==> src/rtl/serctl_pkg.sv <==
// Shared constants and the control-word layout for the serial control port.
package serctl_pkg;
    localparam int FRAME_BITS = 16;
    localparam int ADDR_BITS  = 2;
    localparam int WORD_BITS  = FRAME_BITS - ADDR_BITS;
    localparam int NUM_REGS   = 3;

    // Register select codes carried in the low frame bits.
    typedef enum logic [ADDR_BITS-1:0] {
        SEL_LEFT  = 2'b00,
        SEL_CTL   = 2'b01,
        SEL_RIGHT = 2'b10,
        SEL_NONE  = 2'b11
    } reg_sel_e;

    // Strobe bit order: 0 = left, 1 = right, 2 = control.
    localparam int IDX_LEFT  = 0;
    localparam int IDX_RIGHT = 1;
    localparam int IDX_CTL   = 2;

    // Control word, MSB first: bits 13:12 spare, 11 double rate, 10 quad rate,
    // 9:8 word length, 7 soft reset, 6 soft mute, 5:4 format, 3:2 de-emphasis,
    // 1:0 spare.
    typedef struct packed {
        logic [1:0] spare_hi;
        logic       rate2x;
        logic       rate4x;
        logic [1:0] wlen;
        logic       soft_rst;
        logic       soft_mute;
        logic [1:0] fmt;
        logic [1:0] deemph;
        logic [1:0] spare_lo;
    } ctl_fields_t;

    localparam logic [1:0] DEEMPH_44K1 = 2'b01;

    // Maps a strobe index to its register select code.
    function automatic logic [ADDR_BITS-1:0] sel_of(input int idx);
        case (idx)
            IDX_LEFT:  return SEL_LEFT;
            IDX_RIGHT: return SEL_RIGHT;
            default:   return SEL_CTL;
        endcase
    endfunction
endpackage

==> src/rtl/serctl_sync.sv <==
// Multi-stage synchroniser for a bundle of asynchronous single-bit lines.
// Assumes each line holds a level long enough to be sampled at least twice.
module serctl_sync #(
    parameter int LINES  = 3,
    parameter int STAGES = 2
) (
    input  logic             clk,
    input  logic             rst_n,
    input  logic [LINES-1:0] async_in,
    output logic [LINES-1:0] level
);
    logic [LINES-1:0] stage_q [STAGES];

    // First stage samples the raw lines.
    always_ff @(posedge clk) begin
        if (!rst_n) stage_q[0] <= '0;
        else        stage_q[0] <= async_in;
    end

    genvar s;
    generate
        for (s = 1; s < STAGES; s++) begin : g_stage
            // Each later stage re-times the one before it.
            always_ff @(posedge clk) begin
                if (!rst_n) stage_q[s] <= '0;
                else        stage_q[s] <= stage_q[s-1];
            end
        end
    endgenerate

    assign level = stage_q[STAGES-1];
endmodule

==> src/rtl/serctl_edge.sv <==
// Rising-edge detector for synchronised lines; one pulse per low-to-high step.
// Assumes inputs are already in the clk domain.
module serctl_edge #(
    parameter int LINES = 2
) (
    input  logic             clk,
    input  logic             rst_n,
    input  logic [LINES-1:0] level,
    output logic [LINES-1:0] rise
);
    logic [LINES-1:0] prev_q;

    // Remember last cycle's level for comparison.
    always_ff @(posedge clk) begin
        if (!rst_n) prev_q <= '0;
        else        prev_q <= level;
    end

    assign rise = level & ~prev_q;
endmodule

==> src/rtl/serctl_shift.sv <==
// Serial-to-parallel shifter: MSB-first, keeps the most recent FRAME_W bits.
// Assumes shift_en is a single-cycle pulse per serial clock rising edge.
module serctl_shift #(
    parameter int FRAME_W = 16
) (
    input  logic               clk,
    input  logic               rst_n,
    input  logic               shift_en,
    input  logic               bit_in,
    output logic [FRAME_W-1:0] frame
);
    logic [FRAME_W-1:0] sr_q;

    // Shift one bit in at the low end on every detected clock edge.
    always_ff @(posedge clk) begin
        if (!rst_n)        sr_q <= '0;
        else if (shift_en) sr_q <= {sr_q[FRAME_W-2:0], bit_in};
    end

    assign frame = sr_q;
endmodule

==> src/rtl/serctl_regfile.sv <==
// Holds the three addressable registers and issues a registered write strobe.
// Assumes commit is a one-cycle pulse and frame is stable while it is high.
module serctl_regfile
    import serctl_pkg::*;
#(
    parameter int FRAME_W = FRAME_BITS,
    parameter int ADDR_W  = ADDR_BITS,
    parameter int NREGS   = NUM_REGS
) (
    input  logic                       clk,
    input  logic                       rst_n,
    input  logic                       commit,
    input  logic [FRAME_W-1:0]         frame,
    output logic [FRAME_W-ADDR_W-1:0]  regs [NREGS],
    output logic [NREGS-1:0]           strobe
);
    localparam int PAY_W = FRAME_W - ADDR_W;

    logic [ADDR_W-1:0] sel;
    logic [PAY_W-1:0]  payload;

    assign sel     = frame[ADDR_W-1:0];
    assign payload = frame[FRAME_W-1:ADDR_W];

    genvar i;
    generate
        for (i = 0; i < NREGS; i++) begin : g_reg
            localparam logic [PAY_W-1:0] RST_VAL = (i == IDX_CTL) ? '0 : '1;
            logic hit;
            assign hit = commit && (sel == sel_of(i));

            // Store the payload when this register is addressed.
            always_ff @(posedge clk) begin
                if (!rst_n)   regs[i] <= RST_VAL;
                else if (hit) regs[i] <= payload;
            end

            // Flag the write for exactly one cycle.
            always_ff @(posedge clk) begin
                if (!rst_n) strobe[i] <= 1'b0;
                else        strobe[i] <= hit;
            end
        end
    endgenerate
endmodule

==> src/rtl/serctl_decode.sv <==
// Resolves control fields against strap pins into the effective settings.
// Assumes strap pins are quasi-static; the merge is purely combinational.
module serctl_decode
    import serctl_pkg::*;
(
    input  logic       rst_n,
    input  logic       f_rate2x,
    input  logic       f_rate4x,
    input  logic [1:0] f_wlen,
    input  logic       f_soft_rst,
    input  logic       f_soft_mute,
    input  logic [1:0] f_fmt,
    input  logic [1:0] f_deemph,
    input  logic       pin_rate2x,
    input  logic       pin_rate4x,
    input  logic       pin_mute,
    input  logic [1:0] pin_fmt,
    input  logic       pin_deemph,
    output logic       eff_rate2x,
    output logic       eff_rate4x,
    output logic [1:0] eff_wlen,
    output logic       eff_mute,
    output logic [1:0] eff_fmt,
    output logic [1:0] eff_deemph,
    output logic       dp_rst_n
);
    // Merge register fields with straps; the de-emphasis pin overrides.
    always_comb begin
        eff_rate2x = f_rate2x | pin_rate2x;
        eff_rate4x = f_rate4x | pin_rate4x;
        eff_wlen   = f_wlen;
        eff_mute   = f_soft_mute | pin_mute;
        eff_fmt    = f_fmt | pin_fmt;
        eff_deemph = pin_deemph ? DEEMPH_44K1 : f_deemph;
        dp_rst_n   = rst_n & ~f_soft_rst;
    end
endmodule

==> src/rtl/serctl_regs.sv <==
// Top of the three-wire control port: synchronise, detect edges, shift,
// commit to the addressed register, then merge control fields with straps.
// Assumes serial lines change no faster than every SYNC_STAGES+1 master cycles.
module serctl_regs
    import serctl_pkg::*;
#(
    parameter int FRAME_W     = FRAME_BITS,
    parameter int ADDR_W      = ADDR_BITS,
    parameter int SYNC_STAGES = 2
) (
    input  logic                      clk,
    input  logic                      rst_n,
    input  logic                      ser_clk,
    input  logic                      ser_dat,
    input  logic                      ser_lat,
    input  logic                      pin_rate2x,
    input  logic                      pin_rate4x,
    input  logic                      pin_mute,
    input  logic [1:0]                pin_fmt,
    input  logic                      pin_deemph,
    output logic [FRAME_W-ADDR_W-1:0] vol_left,
    output logic [FRAME_W-ADDR_W-1:0] vol_right,
    output logic [FRAME_W-ADDR_W-1:0] ctl_word,
    output logic [NUM_REGS-1:0]       wr_strobe,
    output logic                      eff_rate2x,
    output logic                      eff_rate4x,
    output logic [1:0]                eff_wlen,
    output logic                      eff_mute,
    output logic [1:0]                eff_fmt,
    output logic [1:0]                eff_deemph,
    output logic                      dp_rst_n
);
    localparam int PAY_W   = FRAME_W - ADDR_W;
    localparam int L_CLK   = 0;
    localparam int L_DAT   = 1;
    localparam int L_LAT   = 2;
    localparam int N_LINES = 3;

    logic [N_LINES-1:0] raw_lines, sync_lines;
    logic [1:0]         edges;
    logic [FRAME_W-1:0] frame;
    logic [PAY_W-1:0]   regs [NUM_REGS];
    ctl_fields_t        ctl;

    assign raw_lines = {ser_lat, ser_dat, ser_clk};

    serctl_sync #(.LINES(N_LINES), .STAGES(SYNC_STAGES)) u_sync (
        .clk(clk), .rst_n(rst_n), .async_in(raw_lines), .level(sync_lines)
    );

    serctl_edge #(.LINES(2)) u_edge (
        .clk(clk), .rst_n(rst_n),
        .level({sync_lines[L_LAT], sync_lines[L_CLK]}), .rise(edges)
    );

    serctl_shift #(.FRAME_W(FRAME_W)) u_shift (
        .clk(clk), .rst_n(rst_n), .shift_en(edges[0]),
        .bit_in(sync_lines[L_DAT]), .frame(frame)
    );

    serctl_regfile #(.FRAME_W(FRAME_W), .ADDR_W(ADDR_W), .NREGS(NUM_REGS)) u_rf (
        .clk(clk), .rst_n(rst_n), .commit(edges[1]), .frame(frame),
        .regs(regs), .strobe(wr_strobe)
    );

    assign vol_left  = regs[IDX_LEFT];
    assign vol_right = regs[IDX_RIGHT];
    assign ctl_word  = regs[IDX_CTL];
    assign ctl       = ctl_fields_t'(regs[IDX_CTL]);

    serctl_decode u_dec (
        .rst_n(rst_n),
        .f_rate2x(ctl.rate2x), .f_rate4x(ctl.rate4x), .f_wlen(ctl.wlen),
        .f_soft_rst(ctl.soft_rst), .f_soft_mute(ctl.soft_mute),
        .f_fmt(ctl.fmt), .f_deemph(ctl.deemph),
        .pin_rate2x(pin_rate2x), .pin_rate4x(pin_rate4x), .pin_mute(pin_mute),
        .pin_fmt(pin_fmt), .pin_deemph(pin_deemph),
        .eff_rate2x(eff_rate2x), .eff_rate4x(eff_rate4x), .eff_wlen(eff_wlen),
        .eff_mute(eff_mute), .eff_fmt(eff_fmt), .eff_deemph(eff_deemph),
        .dp_rst_n(dp_rst_n)
    );
endmodule

==> config.mk <==
export PLATFORM = sky130hd
export DESIGN_NAME = serctl_regs
export DESIGN_NICKNAME = d
export VERILOG_FILES = /design/src/rtl/serctl_pkg.sv /design/src/rtl/serctl_sync.sv /design/src/rtl/serctl_edge.sv /design/src/rtl/serctl_shift.sv /design/src/rtl/serctl_regfile.sv /design/src/rtl/serctl_decode.sv /design/src/rtl/serctl_regs.sv
export SDC_FILE = /design/constraint.sdc
export NUM_CORES = 1
export LEC_CHECK = 0
export CORE_UTILIZATION = 47
export DETAILED_ROUTE_END_ITERATION = 16
export PLACE_DENSITY = 0.81
export SYNTH_ARGS = -nofsm -noshare
export SYNTH_HDL_FRONTEND = slang
export SYNTH_SLANG_ARGS = --single-unit
==> constraint.sdc <==
create_clock -name clk -period 1.6 [get_ports clk]
set_input_delay 0.24 -clock clk [delete_from_list [all_inputs] [get_ports clk]]
set_output_delay 0.24 -clock clk [all_outputs]
set_load 0.01 [all_outputs]
==> summary by stage, run 1 <==
Timing
The final-report hold violation count is 0. The final setup violation count is 0. On the final layout, the worst clock skew is 0.00599 ns. The max-slew violation count is 0. Static timing analysis puts the maximum clock frequency at 650 MHz.

The post-layout worst setup margin is 0.0613 ns. The worst path uses 96.2% of the clock period. At the pin with the least slew margin, the transition time is 0.598 ns.

The post-route worst hold slack is 0.365 ns. Adding up every negative setup slack in the final design gives 0 ns. The clock period minus final worst setup slack is 1.54 ns. The worst-case headroom to the max-slew limit is 60.1%.

Setup repair after global routing left no endpoint under its margin.

Logic synthesis
The fraction of registers with async set or reset after synthesis is 0%. The proportion of netlist area held by the largest area contributor is 55.4%. In this run the cell area of the synthesized design comes to 2490 um^2.

Counting instances in the post-synthesis netlist gives the leading cell types as sky130_fd_sc_hd__nand2_1 (102), sky130_fd_sc_hd__dfxtp_1 (69), sky130_fd_sc_hd__nand3_1 (42). In the post-synthesis netlist, the biggest area contributors are sky130_fd_sc_hd__dfxtp_1 (55%), sky130_fd_sc_hd__nand2_1 (15%), sky130_fd_sc_hd__nand3_1 (8.4%), sky130_fd_sc_hd__a21boi_0 (4.2%), sky130_fd_sc_hd__o21ai_0 (2.8%). The biggest area contributor in the post-synthesis netlist is sky130_fd_sc_hd__dfxtp_1.

In the synthesized netlist the dominant register cell turns out to be sky130_fd_sc_hd__dfxtp_1. The number of synthesized flops with an enable pin is 0. Averaged over all synthesized cells, the footprint is 8.42 um^2.

Synthesis produced a netlist whose cell count is 296. The number of flip-flops and latches in the synthesized netlist is 69. The share of the yosys chip area belonging to registers is 55.4%. The number of different library cells in the post-synthesis netlist is 19. The count of yosys warnings during synthesis is 0. The leading cell type by number of instances after synthesis is sky130_fd_sc_hd__nand2_1.

The net count after synthesis is 307.

Setup path
The slowest stage of the critical path is the sky130_fd_sc_hd__clkdlybuf4s50_1 cell. The worst setup path is launched from a flip-flop. Data on the critical path is required at its endpoint by 1.36 ns. The critical path goes through nor2b_1, clkdlybuf4s50_1. Together, buffers and inverters on the worst path number 1. For this run, the slowest stage of the critical path takes 0.54 ns. The maximum fanout along the worst path is 3. The worst-case register-to-register setup slack is 0.25 ns.

The critical path in this run is classified as reg2out. The type of element capturing the critical path is an output pin. Data on the critical path arrives at its endpoint at 1.30 ns.

Grouping stages by cell kind, the critical path spends the most delay in buffers and inverters.

Finish
The layout has 424 filler cells. The number of standard cells in the layout, taps in and fillers out is 427. Of the cells placed in the final design, the portion with a size suffix greater than 1 is 8.96%.

The area occupied by registers is 1380 um^2. The area added between synthesis and finish is 35.2%. After the last flow step, the layout net total stands at 363.

The number of inserted diodes is 0. The post-route cell area is 3370 um^2. The total area of multi-input combinational cells is 976 um^2.

Clock network
Clock tree synthesis selected as its root buffer the cell sky130_fd_sc_hd__clkbuf_8. The post-CTS setup-driven buffer insertion count is 0. The clock sink total is 69.

TritonCTS built the clock tree. Clock tree synthesis inserted a total of 9 buffers. After clock tree synthesis, the clock-pin slew on the worst setup and hold paths is 0.07 ns.

The post-cts hold buffer count is 0. The insertion delay of the later-clocked pin in the worst-skew pair is 0.34 ns. The number of levels in the clock H-tree is 3.

The count of instances resized after the clock tree is built is 7. The maximum root-to-sink buffer count is 2.

Global route
The maximum number of pins on one net before global-route repair is 84. In the global route stage, overall resource usage came out at 20.4%. The total congestion overflow after global routing is 0.

The global-route wire length before repair is 8550 um. The via count of the first global-routing pass is 1872. The initial antenna violation count came to 0.

Routing
In this run the remaining antenna-violating nets after routing total 0. The number of violations reported at the end of detailed-routing iteration 0 is 121. The post-detailed-route DRC marker count is 0. The post-detailed-routing wire length is 5210 um. The via count normalized by instance count is 4.92. The first TritonRoute pass finished after 4 iterations.

The total vias in the final route is 2102. After detailed routing, the average wire length per cell comes to 12.2 um.

Die
Once the floorplan was initialized, standard cells occupied 48.8% of the core. The die extent in y is 74.8 um. The die covers 5600 um^2. In this run the core area contains 26 standard-cell rows. For this design the top-level I/O count stands at 66. The core box area is 5110 um^2. The chip width is 74.8 um.

Placement
Once placement finished, the instance area stood at 3160 um^2. The setup slack at placement is -0.0400 ns. The cell count after placement is 411. Detailed placement finished with a half-perimeter wire length of 3470 um. The number of I/O port buffers is 65. The placer's final routability congestion estimate is 0.785.

Power
Power spread over the standard cell area amounts to 1050 nW/um^2. The cell leakage power is 1.36 nW. The worst IR drop on VDD is 0.000498 V.

Min path
The worst hold path belongs to the class in2reg.

Run
The tool flagged a number of max-cap violations equal to 0.

Outcome
The flow ran to the end, and the final reports show no timing, DRC or antenna violations.
worst min-delay path, stage by stage:
cell	delay, ns
sky130_fd_sc_hd__buf_2	0.12
sky130_fd_sc_hd__buf_12	0.21
sky130_fd_sc_hd__nand3_1	0.09
sequential cells by signal, indices dropped and copies added (netlist names):
signal          count
u_edge.prev_q       2
u_shift.frame      16
u_rf.regs          42
u_sync.stage_q      6
u_rf.strobe         3
where the power goes:
| part | leakage [nW] | switching, mW | internal [mW] |
|---|---|---|---|
| Combinational | 0.682 | 0.0870 | 0.0989 |
| Sequential | 0.560 | 0.0145 | 1.75 |
| Clock | 0.116 | 0.621 | 0.958 |
| Total | 1.36 | 0.722 | 2.80 |
cell families (layout without fill, tap and decap cells):
group / after synthesis / count (layout) / synth area share (%)
DFF: 69 / 69 / 55.4
buffers and inverters: 27 / 88 / 5.47
AOI/OAI and AO/OA: 30 / 30 / 7.63
and+or+nand+nor: 170 / 170 / 31.5
cell usage in the layout, fill, tap and decap left out, types with 2 or more instances in the layout:
master                            instances
sky130_fd_sc_hd__nand3_1                 42
sky130_fd_sc_hd__dlygate4sd2_1            7
sky130_fd_sc_hd__and4bb_2                 2
sky130_fd_sc_hd__dfxtp_1                 69
sky130_fd_sc_hd__bufinv_16                2
sky130_fd_sc_hd__nor2b_1                  3
sky130_fd_sc_hd__a21boi_0                14
sky130_fd_sc_hd__clkinv_2                 2
sky130_fd_sc_hd__a21boi_1                 2
sky130_fd_sc_hd__clkbuf_8                11
sky130_fd_sc_hd__clkdlybuf4s50_1         57
sky130_fd_sc_hd__or2_2                    6
sky130_fd_sc_hd__and2_1                  11
sky130_fd_sc_hd__o21ai_0                 14
sky130_fd_sc_hd__buf_4                    6
sky130_fd_sc_hd__nand2_1                102
routing by layer:
layer | share of wire, % | vias up | track usage [%]
met5 | 0 | - | 0
met4 | 1.6 | 0 | 10.1
met3 | 3.5 | 9 | 4.02
met2 | 51 | 46 | 34.7
met1 | 43 | 979 | 24.5
li1 | - | 1068 | -
metrics by stage:
stage          utilization (%)  power, mW
2_1_floorplan                -       1.89
3_3_place_gp              61.8       1.99
3_5_place_dp              61.8       1.99
4_1_cts                   66.0       3.55
5_1_grt                   66.0       3.64
6_report                  66.0       3.52
path summary, 6_finish.rpt:
check | start | endpoint | depth (start not counted)
min reg2reg | u_sync.stage_q[0][0] | u_sync.stage_q[1][0] | 1
max reg2reg | u_shift.frame[0] | u_rf.regs[39] | 4
max | u_rf.regs[7] | dp_rst_n | 2
min | rst_n | u_rf.regs[19] | 3
area by class of cell:
class	count	share of cell area [%]
clock buffer	12	4.60
clock inverter	4	2.08
timing repair buffer	72	20.8
sequential	69	41.0
multi-input combinational	200	28.9
tap	70	2.60
Power figures use the tool's default switching activity.
==> run 2, diff against run 1 <==
--- a/config.mk
+++ b/config.mk
@@ -5,7 +5,9 @@
 export SDC_FILE = /design/constraint.sdc
 export NUM_CORES = 1
 export LEC_CHECK = 0
+export ABC_AREA = 0
 export CORE_UTILIZATION = 47
+export CTS_CLUSTER_SIZE = 28
 export DETAILED_ROUTE_END_ITERATION = 16
 export PLACE_DENSITY = 0.81
 export SYNTH_ARGS = -nofsm -noshare
==> results of run 2 <==
Same layout as run 1: the final DEF is identical, and so are final timing and power.
